## config.mk

```make
export PLATFORM = sky130hd
export DESIGN_NAME = lcd_regbus_master
export DESIGN_NICKNAME = d
export VERILOG_FILES = /design/src/rtl/lcd_bus_pkg.sv /design/src/rtl/lcd_lane_map.sv /design/src/rtl/lcd_step_timer.sv /design/src/rtl/lcd_busy_watchdog.sv /design/src/rtl/lcd_regbus_master.sv
export SDC_FILE = /design/constraint.sdc
export NUM_CORES = 1
export LEC_CHECK = 0
export BUFFER_PORTS_ARGS = -buffer_cell sky130_fd_sc_hd__buf_2
export CORE_MARGIN = 1
export CORE_UTILIZATION = 40
export CTS_CLUSTER_SIZE = 8
export DETAILED_ROUTE_END_ITERATION = 8
export PLACE_DENSITY = 0.77
export SLEW_MARGIN = 30
export SYNTH_ARGS = -nofsm -noshare
export SYNTH_HDL_FRONTEND = slang
export SYNTH_SLANG_ARGS = --single-unit
```

## constraint.sdc

```tcl
create_clock -name clk -period 4.1 [get_ports clk]
set_input_delay 0.615 -clock clk [delete_from_list [all_inputs] [get_ports clk]]
set_output_delay 0.615 -clock clk [all_outputs]
set_load 0.01 [all_outputs]
```

## src/rtl/lcd_bus_pkg.sv

```systemverilog
package lcd_bus_pkg;

  typedef enum logic [1:0] {
    OP_INDEX = 2'd0,
    OP_DATA  = 2'd1,
    OP_READ  = 2'd2
  } lcd_op_e;

  typedef enum logic [4:0] {
    ST_IDLE,
    ST_W_SETUP,
    ST_W_STROBE,
    ST_W_HOLD,
    ST_R_PARK,
    ST_R_RS,
    ST_R_CS,
    ST_R_WR,
    ST_R_IDX,
    ST_R_WREL,
    ST_R_TRI,
    ST_R_EN1,
    ST_R_RSHI,
    ST_R_ENHI,
    ST_R_EN2,
    ST_R_ENREL,
    ST_R_CSREL
  } lcd_state_e;

  // low byte lane starts at pin 1; the high lane follows one spare pin later
  localparam int LO_BASE = 1;

endpackage

```

## src/rtl/lcd_lane_map.sv

```systemverilog
module lcd_lane_map
  import lcd_bus_pkg::*;
#(
  parameter int DATA_W = 16,
  parameter int BUS_W  = DATA_W + 2
) (
  input  logic [DATA_W-1:0] word_in,
  output logic [BUS_W-1:0]  bus_out,
  input  logic [BUS_W-1:0]  bus_in,
  output logic [DATA_W-1:0] word_out
);
  localparam int HALF  = DATA_W / 2;
  localparam int GAP   = LO_BASE + HALF;
  localparam int HI_BASE = GAP + 1;

  logic unused_spare_pins;

  generate
    for (genvar i = 0; i < HALF; i++) begin : g_lane
      assign bus_out[LO_BASE+i]   = word_in[i];
      assign bus_out[HI_BASE+i]   = word_in[HALF+i];
      assign word_out[i]          = bus_in[LO_BASE+i];
      assign word_out[HALF+i]     = bus_in[HI_BASE+i];
    end
  endgenerate

  assign bus_out[0]   = 1'b0;
  assign bus_out[GAP] = 1'b0;
  assign unused_spare_pins = bus_in[0] ^ bus_in[GAP];

endmodule

```

## src/rtl/lcd_step_timer.sv

```systemverilog
module lcd_step_timer #(
  parameter int CNT_W = 4
) (
  input  logic             clk,
  input  logic             rst_n,
  input  logic             load,
  input  logic [CNT_W-1:0] len,
  output logic             expire
);
  logic [CNT_W-1:0] cnt_q, cnt_d;

  always_comb begin
    cnt_d = cnt_q;
    if (load)
      cnt_d = (len == '0) ? '0 : len - 1'b1;
    else if (cnt_q != '0)
      cnt_d = cnt_q - 1'b1;
  end

  always_ff @(posedge clk or negedge rst_n) begin
    if (!rst_n) cnt_q <= '0;
    else        cnt_q <= cnt_d;
  end

  assign expire = (cnt_q == '0);

endmodule

```

## src/rtl/lcd_busy_watchdog.sv

```systemverilog
module lcd_busy_watchdog #(
  parameter int TMO_W = 16
) (
  input  logic             clk,
  input  logic             rst_n,
  input  logic             active,
  input  logic [TMO_W-1:0] limit,
  output logic             trip
);
  logic [TMO_W-1:0] cnt_q, cnt_d;

  assign trip = active && (limit != '0) && (cnt_q == limit - 1'b1);

  always_comb begin
    cnt_d = '0;
    if (active) cnt_d = cnt_q + 1'b1;
  end

  always_ff @(posedge clk or negedge rst_n) begin
    if (!rst_n) cnt_q <= '0;
    else        cnt_q <= cnt_d;
  end

endmodule

```

## src/rtl/lcd_regbus_master.sv

```systemverilog
module lcd_regbus_master
  import lcd_bus_pkg::*;
#(
  parameter int DATA_W = 16,
  parameter int BUS_W  = DATA_W + 2,
  parameter int CNT_W  = 4,
  parameter int TMO_W  = 16
) (
  input  logic              clk,
  input  logic              rst_n,
  input  logic              req_valid,
  input  logic [1:0]        req_op,
  input  logic [DATA_W-1:0] req_payload,
  input  logic [CNT_W-1:0]  cfg_cmd_setup,
  input  logic [CNT_W-1:0]  cfg_cmd_hold,
  input  logic [CNT_W-1:0]  cfg_dat_setup,
  input  logic [CNT_W-1:0]  cfg_dat_hold,
  input  logic [CNT_W-1:0]  cfg_step,
  input  logic [TMO_W-1:0]  cfg_timeout,
  output logic              busy,
  output logic              done,
  output logic              err,
  output logic [DATA_W-1:0] rd_data,
  output logic              lcd_cs_n,
  output logic              lcd_rs,
  output logic              lcd_wr_n,
  output logic              lcd_rd_n,
  output logic              lcd_oe,
  output logic [BUS_W-1:0]  lcd_dout,
  input  logic [BUS_W-1:0]  lcd_din
);
  lcd_state_e        state_q, state_d;
  logic              is_data_q, data_sel;
  logic [DATA_W-1:0] payload_q;
  logic [DATA_W-1:0] rd_data_q, din_word;
  logic [BUS_W-1:0]  packed_bus;
  logic              done_q, done_d, err_q, err_d;
  logic              accept, capture, step_load, step_expire, trip;
  logic [CNT_W-1:0]  len_d;

  assign accept = (state_q == ST_IDLE) && req_valid &&
                  (req_op == OP_INDEX || req_op == OP_DATA || req_op == OP_READ);
  assign busy   = (state_q != ST_IDLE);

  lcd_lane_map #(.DATA_W(DATA_W), .BUS_W(BUS_W)) i_lanes (
    .word_in (payload_q),
    .bus_out (packed_bus),
    .bus_in  (lcd_din),
    .word_out(din_word)
  );

  lcd_step_timer #(.CNT_W(CNT_W)) i_timer (
    .clk   (clk),
    .rst_n (rst_n),
    .load  (step_load),
    .len   (len_d),
    .expire(step_expire)
  );

  lcd_busy_watchdog #(.TMO_W(TMO_W)) i_wdog (
    .clk   (clk),
    .rst_n (rst_n),
    .active(busy),
    .limit (cfg_timeout),
    .trip  (trip)
  );

  // sequencer next state
  always_comb begin
    state_d = state_q;
    done_d  = 1'b0;
    err_d   = err_q;
    capture = 1'b0;
    if (state_q == ST_IDLE) begin
      if (accept) begin
        err_d   = 1'b0;
        state_d = (req_op == OP_READ) ? ST_R_PARK : ST_W_SETUP;
      end
    end else if (trip) begin
      state_d = ST_IDLE;
      err_d   = 1'b1;
    end else if (step_expire) begin
      unique case (state_q)
        ST_W_SETUP:  state_d = ST_W_STROBE;
        ST_W_STROBE: state_d = ST_W_HOLD;
        ST_W_HOLD:   begin state_d = ST_IDLE; done_d = 1'b1; end
        ST_R_PARK:   state_d = ST_R_RS;
        ST_R_RS:     state_d = ST_R_CS;
        ST_R_CS:     state_d = ST_R_WR;
        ST_R_WR:     state_d = ST_R_IDX;
        ST_R_IDX:    state_d = ST_R_WREL;
        ST_R_WREL:   state_d = ST_R_TRI;
        ST_R_TRI:    state_d = ST_R_EN1;
        ST_R_EN1:    state_d = ST_R_RSHI;
        ST_R_RSHI:   state_d = ST_R_ENHI;
        ST_R_ENHI:   state_d = ST_R_EN2;
        ST_R_EN2:    begin state_d = ST_R_ENREL; capture = 1'b1; end
        ST_R_ENREL:  state_d = ST_R_CSREL;
        ST_R_CSREL:  begin state_d = ST_IDLE; done_d = 1'b1; end
        default:     state_d = ST_IDLE;
      endcase
    end
  end

  // phase length for the state about to be entered
  assign data_sel  = accept ? (req_op == OP_DATA) : is_data_q;
  assign step_load = (state_d != state_q);

  always_comb begin
    unique case (state_d)
      ST_W_SETUP: len_d = data_sel ? cfg_dat_setup : cfg_cmd_setup;
      ST_W_HOLD:  len_d = data_sel ? cfg_dat_hold  : cfg_cmd_hold;
      default:    len_d = cfg_step;
    endcase
  end

  // pin decode from registered state
  always_comb begin
    lcd_cs_n = 1'b1;
    lcd_rs   = 1'b1;
    lcd_wr_n = 1'b1;
    lcd_rd_n = 1'b1;
    lcd_oe   = 1'b0;
    lcd_dout = '0;
    unique case (state_q)
      ST_W_SETUP, ST_W_HOLD: begin
        lcd_cs_n = 1'b0; lcd_rs = is_data_q; lcd_oe = 1'b1; lcd_dout = packed_bus;
      end
      ST_W_STROBE: begin
        lcd_cs_n = 1'b0; lcd_rs = is_data_q; lcd_wr_n = 1'b0;
        lcd_oe = 1'b1; lcd_dout = packed_bus;
      end
      ST_R_PARK:  lcd_oe = 1'b1;
      ST_R_RS:    begin lcd_rs = 1'b0; lcd_oe = 1'b1; end
      ST_R_CS:    begin lcd_rs = 1'b0; lcd_cs_n = 1'b0; lcd_oe = 1'b1; end
      ST_R_WR:    begin lcd_rs = 1'b0; lcd_cs_n = 1'b0; lcd_wr_n = 1'b0; lcd_oe = 1'b1; end
      ST_R_IDX:   begin
        lcd_rs = 1'b0; lcd_cs_n = 1'b0; lcd_wr_n = 1'b0; lcd_oe = 1'b1; lcd_dout = packed_bus;
      end
      ST_R_WREL:  begin lcd_rs = 1'b0; lcd_cs_n = 1'b0; lcd_oe = 1'b1; lcd_dout = packed_bus; end
      ST_R_TRI:   begin lcd_rs = 1'b0; lcd_cs_n = 1'b0; end
      ST_R_EN1:   begin lcd_rs = 1'b0; lcd_cs_n = 1'b0; lcd_rd_n = 1'b0; end
      ST_R_RSHI:  begin lcd_cs_n = 1'b0; lcd_rd_n = 1'b0; end
      ST_R_ENHI:  lcd_cs_n = 1'b0;
      ST_R_EN2:   begin lcd_cs_n = 1'b0; lcd_rd_n = 1'b0; end
      ST_R_ENREL: lcd_cs_n = 1'b0;
      default: ;
    endcase
  end

  always_ff @(posedge clk or negedge rst_n) begin
    if (!rst_n) begin
      state_q <= ST_IDLE;
      done_q  <= 1'b0;
      err_q   <= 1'b0;
    end else begin
      state_q <= state_d;
      done_q  <= done_d;
      err_q   <= err_d;
    end
  end

  always_ff @(posedge clk or negedge rst_n) begin
    if (!rst_n) begin
      is_data_q <= 1'b0;
      payload_q <= '0;
    end else if (accept) begin
      is_data_q <= (req_op == OP_DATA);
      payload_q <= req_payload;
    end
  end

  always_ff @(posedge clk or negedge rst_n) begin
    if (!rst_n)       rd_data_q <= '0;
    else if (capture) rd_data_q <= din_word;
  end

  assign done    = done_q;
  assign err     = err_q;
  assign rd_data = rd_data_q;

endmodule

```

# After elaboration in Yosys (flattened, before gate mapping)
# Cells that the tools add are included.
# Widths: inputs -> output; s select.
[word_totals]
ff_bits = 60
latch_bits = 0
ramBits = 0
romBits = 0
inputBits = 75
out_inout_bits = 42
elab_cells = 90
n_memories = 0
[op_classes]
n_addsub = 4
mul = 0
div = 0
magnitude_cmp = 0
eq_ne = 23
shifts = 0
mux = 31
bitwise_logic = 0
reduce_logical = 24
[op_table]
columns = ["cell", "n"]
rows = [
  ["$pmux 5 s14", 1],
  ["$eq 5x4->1 const B", 8],
  ["$eq 5x3->1 const B", 4],
  ["$mux 4", 5],
  ["$mux 5", 4],
  ["$mux 18", 1],
  ["$add 16x1->16 const B", 1],
  ["$eq 16x16->1", 1],
  ["$mux 1", 16],
  ["$mux 16", 1],
  ["$reduce_bool 16->1", 1],
  ["$sub 16x1->16 const B", 1],
  ["$eq 5x2->1 const B", 3],
  ["$reduce_or 13->1", 1],
  ["$eq 5x1->1 const B", 2],
  ["$reduce_or 3->1", 3],
  ["$reduce_or 9->1", 1],
  ["$logic_not 4->1", 2],
  ["$pmux 4 s2", 1],
  ["$sub 4x1->4 const B", 2],
  ["$reduce_or 7->1", 1],
  ["$eq 5x5->1 const B", 1],
  ["$logic_not 5->1", 1],
  ["$ne 5x5->1", 1],
  ["other kinds (14)", 19],
]

# Depth between registers and ports, before layout
# Gate-level depths: netlist of run 1.
[logic_depth]
ltp_word = 11
mapped_depth = 12
ltp_nobuf = 11

# Cells and area by module
# From an unflattened synthesis of run 1, not the netlist that was laid out.
[hier_totals]
cells_unflattened = 436
area_unflattened_um2 = 4177.8
[modules_own_cells]
columns = ["module", "n_inst", "cells_per_inst", "area_each_um2", "seq_area_each_um2"]
rows = [
  ["lcd_regbus_master", 1, 207, 2205.9, 1001.0],
  ["lcd_busy_watchdog", 1, 165, 1431.4, 400.4],
  ["lcd_step_timer", 1, 29, 281.5, 100.1],
  ["lcd_lane_map", 1, 35, 259.0, 0.0],
]

# Worst setup path after synthesis of run 1
# OpenSTA, ideal clock, no wires.
[synth_timing]
path_kind = "input to register"
from = "in cfg_timeout[3]"
to = "reg i_timer.cnt_q[2]"
setup_ps = 125
t_arrival_ps = 3393
t_required_ps = 3975
slack_ps = 582
stages = 10
path_buffers = 1
path_cell_list = "buf_6 > or3_4 > or3_4 > or4_4 > a21oi_1 > nand2_1 > a2111oi_4 > mux2_4 > a21oi_4 > mux2_4"
[synth_via]
elab_chain_len = 10
word_cells_on_any_way = 16
cone_classes = "add/sub: 2; eq/ne: 4; mux: 5; reduce/logical: 5"
[synth_lines]
columns = ["element", "line_no", "source"]
rows = [
  ["start: declaration", "lcd_regbus_master.sv:19", "input logic [TMO_W-1:0] cfg_timeout,"],
  ["$sub 16x1->16 / $reduce_bool 16->1 (equally long branches)", "lcd_busy_watchdog.sv:12", "assign trip = active && (limit != '0) && (cnt_q == limit - 1'b1);"],
  ["$eq 16x16->1 / $logic_and 1x1->1 (equally long branches)", "lcd_busy_watchdog.sv:12", ""],
  ["$logic_and 1x1->1 *", "lcd_busy_watchdog.sv:12", ""],
  ["$mux 5 *", "lcd_regbus_master.sv:79", "end else if (trip) begin"],
  ["$mux 5 *", "lcd_regbus_master.sv:74", "if (state_q == ST_IDLE) begin"],
  ["$eq 5x2->1 / $eq 5x1->1 (equally long branches)", "lcd_regbus_master.sv:110", "unique case (state_d)"],
  ["$pmux 4 s2", "lcd_regbus_master.sv:110", ""],
  ["$sub 4x1->4 / $logic_not 4->1 (equally long branches)", "lcd_step_timer.sv:15", "cnt_d = (len == '0) ? '0 : len - 1'b1;"],
  ["$mux 4", "lcd_step_timer.sv:15", ""],
  ["$mux 4", "lcd_step_timer.sv:14", "if (load)"],
  ["end signal: assignment", "lcd_step_timer.sv:22", "else cnt_q <= cnt_d;"],
  ["end: declaration", "lcd_step_timer.sv:10", "logic [CNT_W-1:0] cnt_q, cnt_d;"],
]
# Every way passes the cells marked *; elsewhere a longest branch is shown, timed or not.
# A chain may end at the register's enable or synchronous reset.

# Worst setup path in the final report of run 1
# Ends and elaborated chain as after synthesis.

==> results.sh, run 1 <==
export IMPL_num_rows=35
export IMPL_die_h_um=100.6
export IMPL_nFillCells=866
export IMPL_avgRoutedWirePerCell_um=14.24
export IMPL_path_cells="buf_2, or3_4, or3_4, or4_4, a21oi_1, nand2_1, a2111oi_4, mux2_4, a21oi_4, mux2_4"
export IMPL_vdd_drop_max_mv=0.4668
export IMPL_io_buffers=112
export IMPL_status="complete, no violations"
export IMPL_syn_inst=406
export IMPL_crit_fanout=8
export IMPL_cts_resized=0
export IMPL_finalPower_mw=2.874
export IMPL_cts_max_level=3
export IMPL_viasPerCell=5.351
export IMPL_grt_pass1_vias=3482
export IMPL_slew_headroom=0.4866
export IMPL_clkLatencyLatePin_ns=0.34
export IMPL_drt_first_pass_iters=4
export IMPL_synthArstFlopShare=1.000
export IMPL_clockBufferDepth=2
export IMPL_rsz0062_at_grt="false"
export IMPL_syn2layout_area_growth_pct=22.68
export IMPL_crit_required_ns=4.32
export IMPL_fmax_mhz=284.7
export IMPL_final_common_cell="buf_2"
export IMPL_gp_congestion=0.8863
export IMPL_drt_iter0_drc=119
export IMPL_final_area_sq_mm=0.004772
export IMPL_syn_area_per_cell_sq_um=9.581
export IMPL_drive_gt1_frac=0.3499
export IMPL_finalCriticalPeriod_ns=3.512
export IMPL_syn_cell_area_sq_mm=0.003890
export IMPL_grt_pass1_wl_um=15400
export IMPL_ys_types=68
export IMPL_io_pins=117
export IMPL_cts_setup_buffers=0
export IMPL_tritoncts="done"
export IMPL_tns_ns=0
export IMPL_report_final_slew_viol_count=0
export IMPL_fin_nets=597
export IMPL_synth_seq_cells=60
export IMPL_slowest_delay_ns=0.53
export IMPL_max_cap_violations=0
export IMPL_tightest_slew_ns=0.7673
export IMPL_ctsHoldBuffers=0
export IMPL_synthFlopType="dfrtp_1"
export IMPL_synth_edff_count=0
export IMPL_p_per_area_mw_per_mm2=602.3
export IMPL_grt_max_degree=33
export IMPL_period_share=0.8566
export IMPL_hp_class="primary input to async pin"
export IMPL_dp_hpwl_um=7189
export IMPL_antennaDiodeCount=0
export IMPL_coreArea_sq_mm=0.009328
export IMPL_final_setup_viol_count=0
export IMPL_final_cell_mix="112 x buf_2, 60 x dfrtp_1, 33 x nor2_1, 30 x mux2_2, 24 x nand2_1"
export IMPL_grt_ovfl_total=0
export IMPL_grt_usage=0.1936
export IMPL_numCtsBuffers=9
export IMPL_dieWidth_um=100.6
export IMPL_yosys_area_top_type="dfrtp_1"
export IMPL_synth_area_top_cells="dfrtp_1 39%, mux2_2 8.7%, mux2i_1 3.9%"
export IMPL_cp_end_kind="register"
export IMPL_dpl_cell_count=636
export IMPL_ant_nets=0
export IMPL_clkTransAtPathRegs_ns=0.07
export IMPL_drt_wl_total_um=9283
export IMPL_fin_skew_ns=0.005381
export IMPL_p_leak_nw=2.291
export IMPL_grt_antenna_before_repair=0
export IMPL_yosysSeqAreaShare=0.3860
export IMPL_setup_worst_path_start_class="primary input"
export IMPL_die_area_sq_mm=0.01012
export IMPL_placed_area_sq_mm=0.004553
export IMPL_vias=3489
export IMPL_initial_core_util=0.4170
export IMPL_slowest_stage="or4_4"
export IMPL_drc=0
export IMPL_clock_sinks=60
export IMPL_report_final_hold_viol_count=0
export IMPL_synth_top_area_frac=0.3860
export IMPL_arrival_ns=3.74
export IMPL_synth_warning_count=0
export IMPL_root_buffer="clkbuf_8"
export IMPL_stdcell_count=652
export IMPL_criticalPathCategory="primary input to register"
-- critical path: cells and delay by family --
family	cells	cell delay [ns]
multiplexers	2	0.69
AO/OA/AOI/OAI	3	0.85
buffers and inverters	1	0.15
AND/OR/NAND/NOR	4	1.44
-- Yosys cell counts (2+ instances only) --
| cell type | n |
|---|---|
| o21ai_0 | 18 |
| nor2b_1 | 3 |
| o31a_1 | 2 |
| o31ai_1 | 5 |
| buf_4 | 2 |
| xnor2_1 | 12 |
| nor2_1 | 33 |
| nand2b_1 | 12 |
| nor3_1 | 14 |
| nand3_1 | 10 |
| nand2_1 | 24 |
| mux2_2 | 30 |
| nand2_2 | 2 |
| nor4_1 | 5 |
| inv_1 | 10 |
| buf_6 | 2 |
| a21boi_0 | 2 |
| and2_1 | 19 |
| clkbuf_1 | 11 |
| or3_1 | 13 |
| or3_4 | 2 |
| nand4_1 | 3 |
| or4b_2 | 2 |
| o22ai_1 | 2 |
| xor2_1 | 15 |
| ha_1 | 4 |
| nand3b_1 | 2 |
| a21o_1 | 2 |
| dfrtp_1 | 60 |
| and3_1 | 3 |
| a21oi_1 | 23 |
| mux2_1 | 2 |
| o211ai_1 | 2 |
| or4_1 | 5 |
| mux2i_1 | 15 |
| a211o_1 | 2 |
| mux2_4 | 2 |
-- final cells by class --
| type | count | area [sq um] | area share |
|---|---|---|---|
| multi-input combinational | 319 | 2251 | 0.4717 |
| sequential | 60 | 1501 | 0.3146 |
| timing repair buffer | 118 | 605.6 | 0.1269 |
| tap | 129 | 161.4 | 0.03382 |
| clock buffer | 9 | 123.9 | 0.02596 |
| clock inverter | 7 | 91.34 | 0.01914 |
| inverter | 10 | 37.54 | 0.007866 |
-- where the power goes --
part | switching, mW | internal [mW]
combinational | 0.758 | 0.660
sequential | 0.140 | 0.741
clock | 0.236 | 0.340
-- final timing paths --
check                          startpoint                to  slack, ns  cells past startpoint
setup / recovery           cfg_timeout[3]  i_timer.cnt_q[2]       0.59                     10
hold / removal                      rst_n      payload_q[8]       0.31                      1
setup reg to reg               state_q[2]  i_timer.cnt_q[1]       0.75                      9
hold reg to reg                       err               err       0.49                      2
max in group asynchronous           rst_n      payload_q[5]       2.92                      2
min in group clk                      err               err       0.49                      2
-- state kept, by name, summed over array words and instances (netlist names) --
register	count
payload_q	16
is_data_q	1
state_q	5
i_wdog.cnt_q	16
rd_data	16
done	1
i_timer.cnt_q	4
err	1
-- cell families after synthesis --
| group | share of synthesized area |
|---|---|
| xor+xnor | 0.06079 |
| buf+inv | 0.03731 |
| simple gates | 0.2348 |
| fa+ha+maj | 0.01287 |
| flops | 0.3860 |
| mux | 0.1389 |
| compound gates | 0.1283 |
| other cells | 0.0009640 |
-- through the flow --
stage	hold WS, ns	setup WS (ns)	utilization
CTS	0.3208	0.6023	0.5112
finish	0.3063	0.5881	0.5116
detailed placement	0.4710	0.2559	0.4881
global route	0.3502	0.4890	0.5116
global placement	0.4608	0.3813	0.4881
floorplan	0.3194	0.5818	-
-- per-layer routing --
layer	vias up	global-route usage	part of all wire
met5	-	0	0
met4	0	0.09142	0.025
met2	129	0.3277	0.49
met3	21	0.04577	0.060
li1	1687	-	-
met1	1652	0.2326	0.43
No activity file was read; power rests on OpenSTA's default activity.
==> inputs of run 2 (changes only) <==
==> constraint.sdc (replaced) <==
create_clock -name clk -period 4.4 [get_ports clk]
set_input_delay 0.44 -clock clk [delete_from_list [all_inputs] [get_ports clk]]
set_output_delay 0.44 -clock clk [all_outputs]
set_load 0.01 [all_outputs]
==> run 2 against run 1 <==
Compared with the run above:
- critical path depth fell by 2
- sequential power fell by 7.2%
- non-clock buffer count down 3
- first-iteration DRC count rose by 29%
- cell area up 0.26%
- sequential share of layout area shrank 0.082 points
- register-to-register slack better by 0.07 ns
- clock skew rose by 0.0035 ns
- cell count down 0.46%
- critical path type is now register to register
- critical endpoint is now rd_data[12]
- largest cell class unchanged
- highest routed layer unchanged
==> results.sh, run 2 (synthesis gave the netlist of run 1 again) <==
export IMPL_report_final_hold_viol_count=0
export IMPL_grt_max_degree=61
export IMPL_tns_ns=0
export IMPL_avgRoutedWirePerCell_um=14.24
export IMPL_cts_max_level=3
export IMPL_cts_resized=0
export IMPL_fin_skew_ns=0.008868
export IMPL_drive_gt1_frac=0.3442
export IMPL_reg2reg_from="state_q[2]"
export IMPL_report_final_slew_viol_count=0
export IMPL_final_setup_viol_count=0
export IMPL_p_per_area_mw_per_mm2=574.6
export IMPL_r2r_cells=8
export IMPL_grt_pass1_vias=3421
export IMPL_grt_ovfl_total=0
export IMPL_dpl_cell_count=633
export IMPL_fin_nets=594
export IMPL_dp_hpwl_um=7049
export IMPL_viasPerCell=5.342
export IMPL_ctsHoldBuffers=0
export IMPL_slew_headroom=0.4696
export IMPL_setup_slack_ns=0.8215
export IMPL_dp_slack_ns=0.5495
export IMPL_die_area_sq_mm=0.01012
export IMPL_final_cell_mix="112 x buf_2, 60 x dfrtp_1, 33 x nor2_1, 30 x mux2_2, 24 x nand2_1"
export IMPL_finalCriticalPeriod_ns=3.578
export IMPL_coreArea_sq_mm=0.009328
export IMPL_finalPower_mw=2.749
export IMPL_placed_area_sq_mm=0.004531
export IMPL_antennaDiodeCount=0
export IMPL_final_util=0.5129
export IMPL_tritoncts="done"
export IMPL_grt_usage=0.1905
export IMPL_drt_first_pass_iters=5
export IMPL_final_common_cell="buf_2"
export IMPL_clkTransAtPathRegs_ns=0.07
export IMPL_drt_wl_total_um=9245
export IMPL_clockBufferDepth=2
export IMPL_r2r_setup_slack_ns=0.82
export IMPL_arrival_ns=3.80
export IMPL_vias=3467
export IMPL_ant_nets=0
export IMPL_crit_fanout=16
export IMPL_grt_pass1_wl_um=15080
export IMPL_drt_iter0_drc=153
export IMPL_rsz0062_at_grt="false"
export IMPL_clkLatencyLatePin_ns=0.34
export IMPL_whs_ns=0.2533
export IMPL_io_pins=117
export IMPL_p_leak_nw=2.295
export IMPL_period_share=0.8133
export IMPL_io_buffers=112
export IMPL_initial_core_util=0.4170
export IMPL_r2r_end="rd_data[12]"
export IMPL_max_cap_violations=0
export IMPL_numCtsBuffers=9
export IMPL_cts_setup_buffers=0
export IMPL_syn2layout_area_growth_pct=23.00
export IMPL_gp_congestion=0.9129
export IMPL_vdd_drop_max_mv=0.2976
export IMPL_tightest_slew_ns=0.7927
export IMPL_setup_worst_path_start_class="register"
export IMPL_grt_antenna_before_repair=1
export IMPL_final_area_sq_mm=0.004785
export IMPL_stdcell_count=649
export IMPL_crit_required_ns=4.62
export IMPL_dieWidth_um=100.6
export IMPL_die_h_um=100.6
export IMPL_drc=0
export IMPL_cp_end_kind="register"
export IMPL_criticalPathCategory="register to register"
export IMPL_hp_class="primary input to async pin"
export IMPL_clock_sinks=60
export IMPL_status="complete, no violations"
export IMPL_fmax_mhz=279.4
export IMPL_root_buffer="clkbuf_8"
export IMPL_num_rows=35
run 2: changes by cell type in the layout (fill, tap and decap cells not counted), sizes merged:
cell,previous run,this run
clkinvlp,1,0
buf,118,115
clkbuf,9,12
bufinv,2,3
clkinv,4,1
run 2: worst max-delay path by stage:
stage	startpoint	end	slack [ns]	cells past startpoint
after floorplan	cfg_timeout[3]	i_timer.cnt_q[2]	1.06	10
after global placement	cfg_timeout[0]	rd_data[5]	0.62	11
after detailed placement	cfg_timeout[0]	rd_data[4]	0.55	11
after CTS	state_q[2]	rd_data[12]	0.83	8
after global routing	state_q[2]	rd_data[12]	0.58	8
final	state_q[2]	rd_data[12]	0.82	8
run 2: where the power goes:
group          internal [mW]  switching [mW]
clock                  0.406           0.209
sequential             0.691           0.126
combinational          0.614           0.703
total                   1.71            1.04
run 2: per-layer routing:
metal	wire, um	share of wire	global-route usage
met2	4551	0.49	0.3346
met5	0	0	0
met1	3889	0.42	0.2201
met3	689	0.075	0.05548
met4	114	0.012	0.06912
run 2: layout make-up:
| cell class | count | area (sq um) |
|---|---|---|
| clock buffer | 12 | 155.1 |
| sequential | 60 | 1501 |
| tap | 129 | 161.4 |
| clock inverter | 4 | 95.09 |
| fill | 890 | 4543 |
| timing repair buffer | 115 | 583.1 |
| inverter | 10 | 37.54 |
| multi-input combinational | 319 | 2251 |
run 2: critical path, stage by stage, from the launching register on:
cell and delay, ns:
dfrtp_1 0.62, nor3_1 0.18, and2_1 0.23, or4_1 0.56, a2111oi_2 0.41, nand4_2 0.29
nand2_2 0.20, or3_1 0.55, mux2_2 0.41
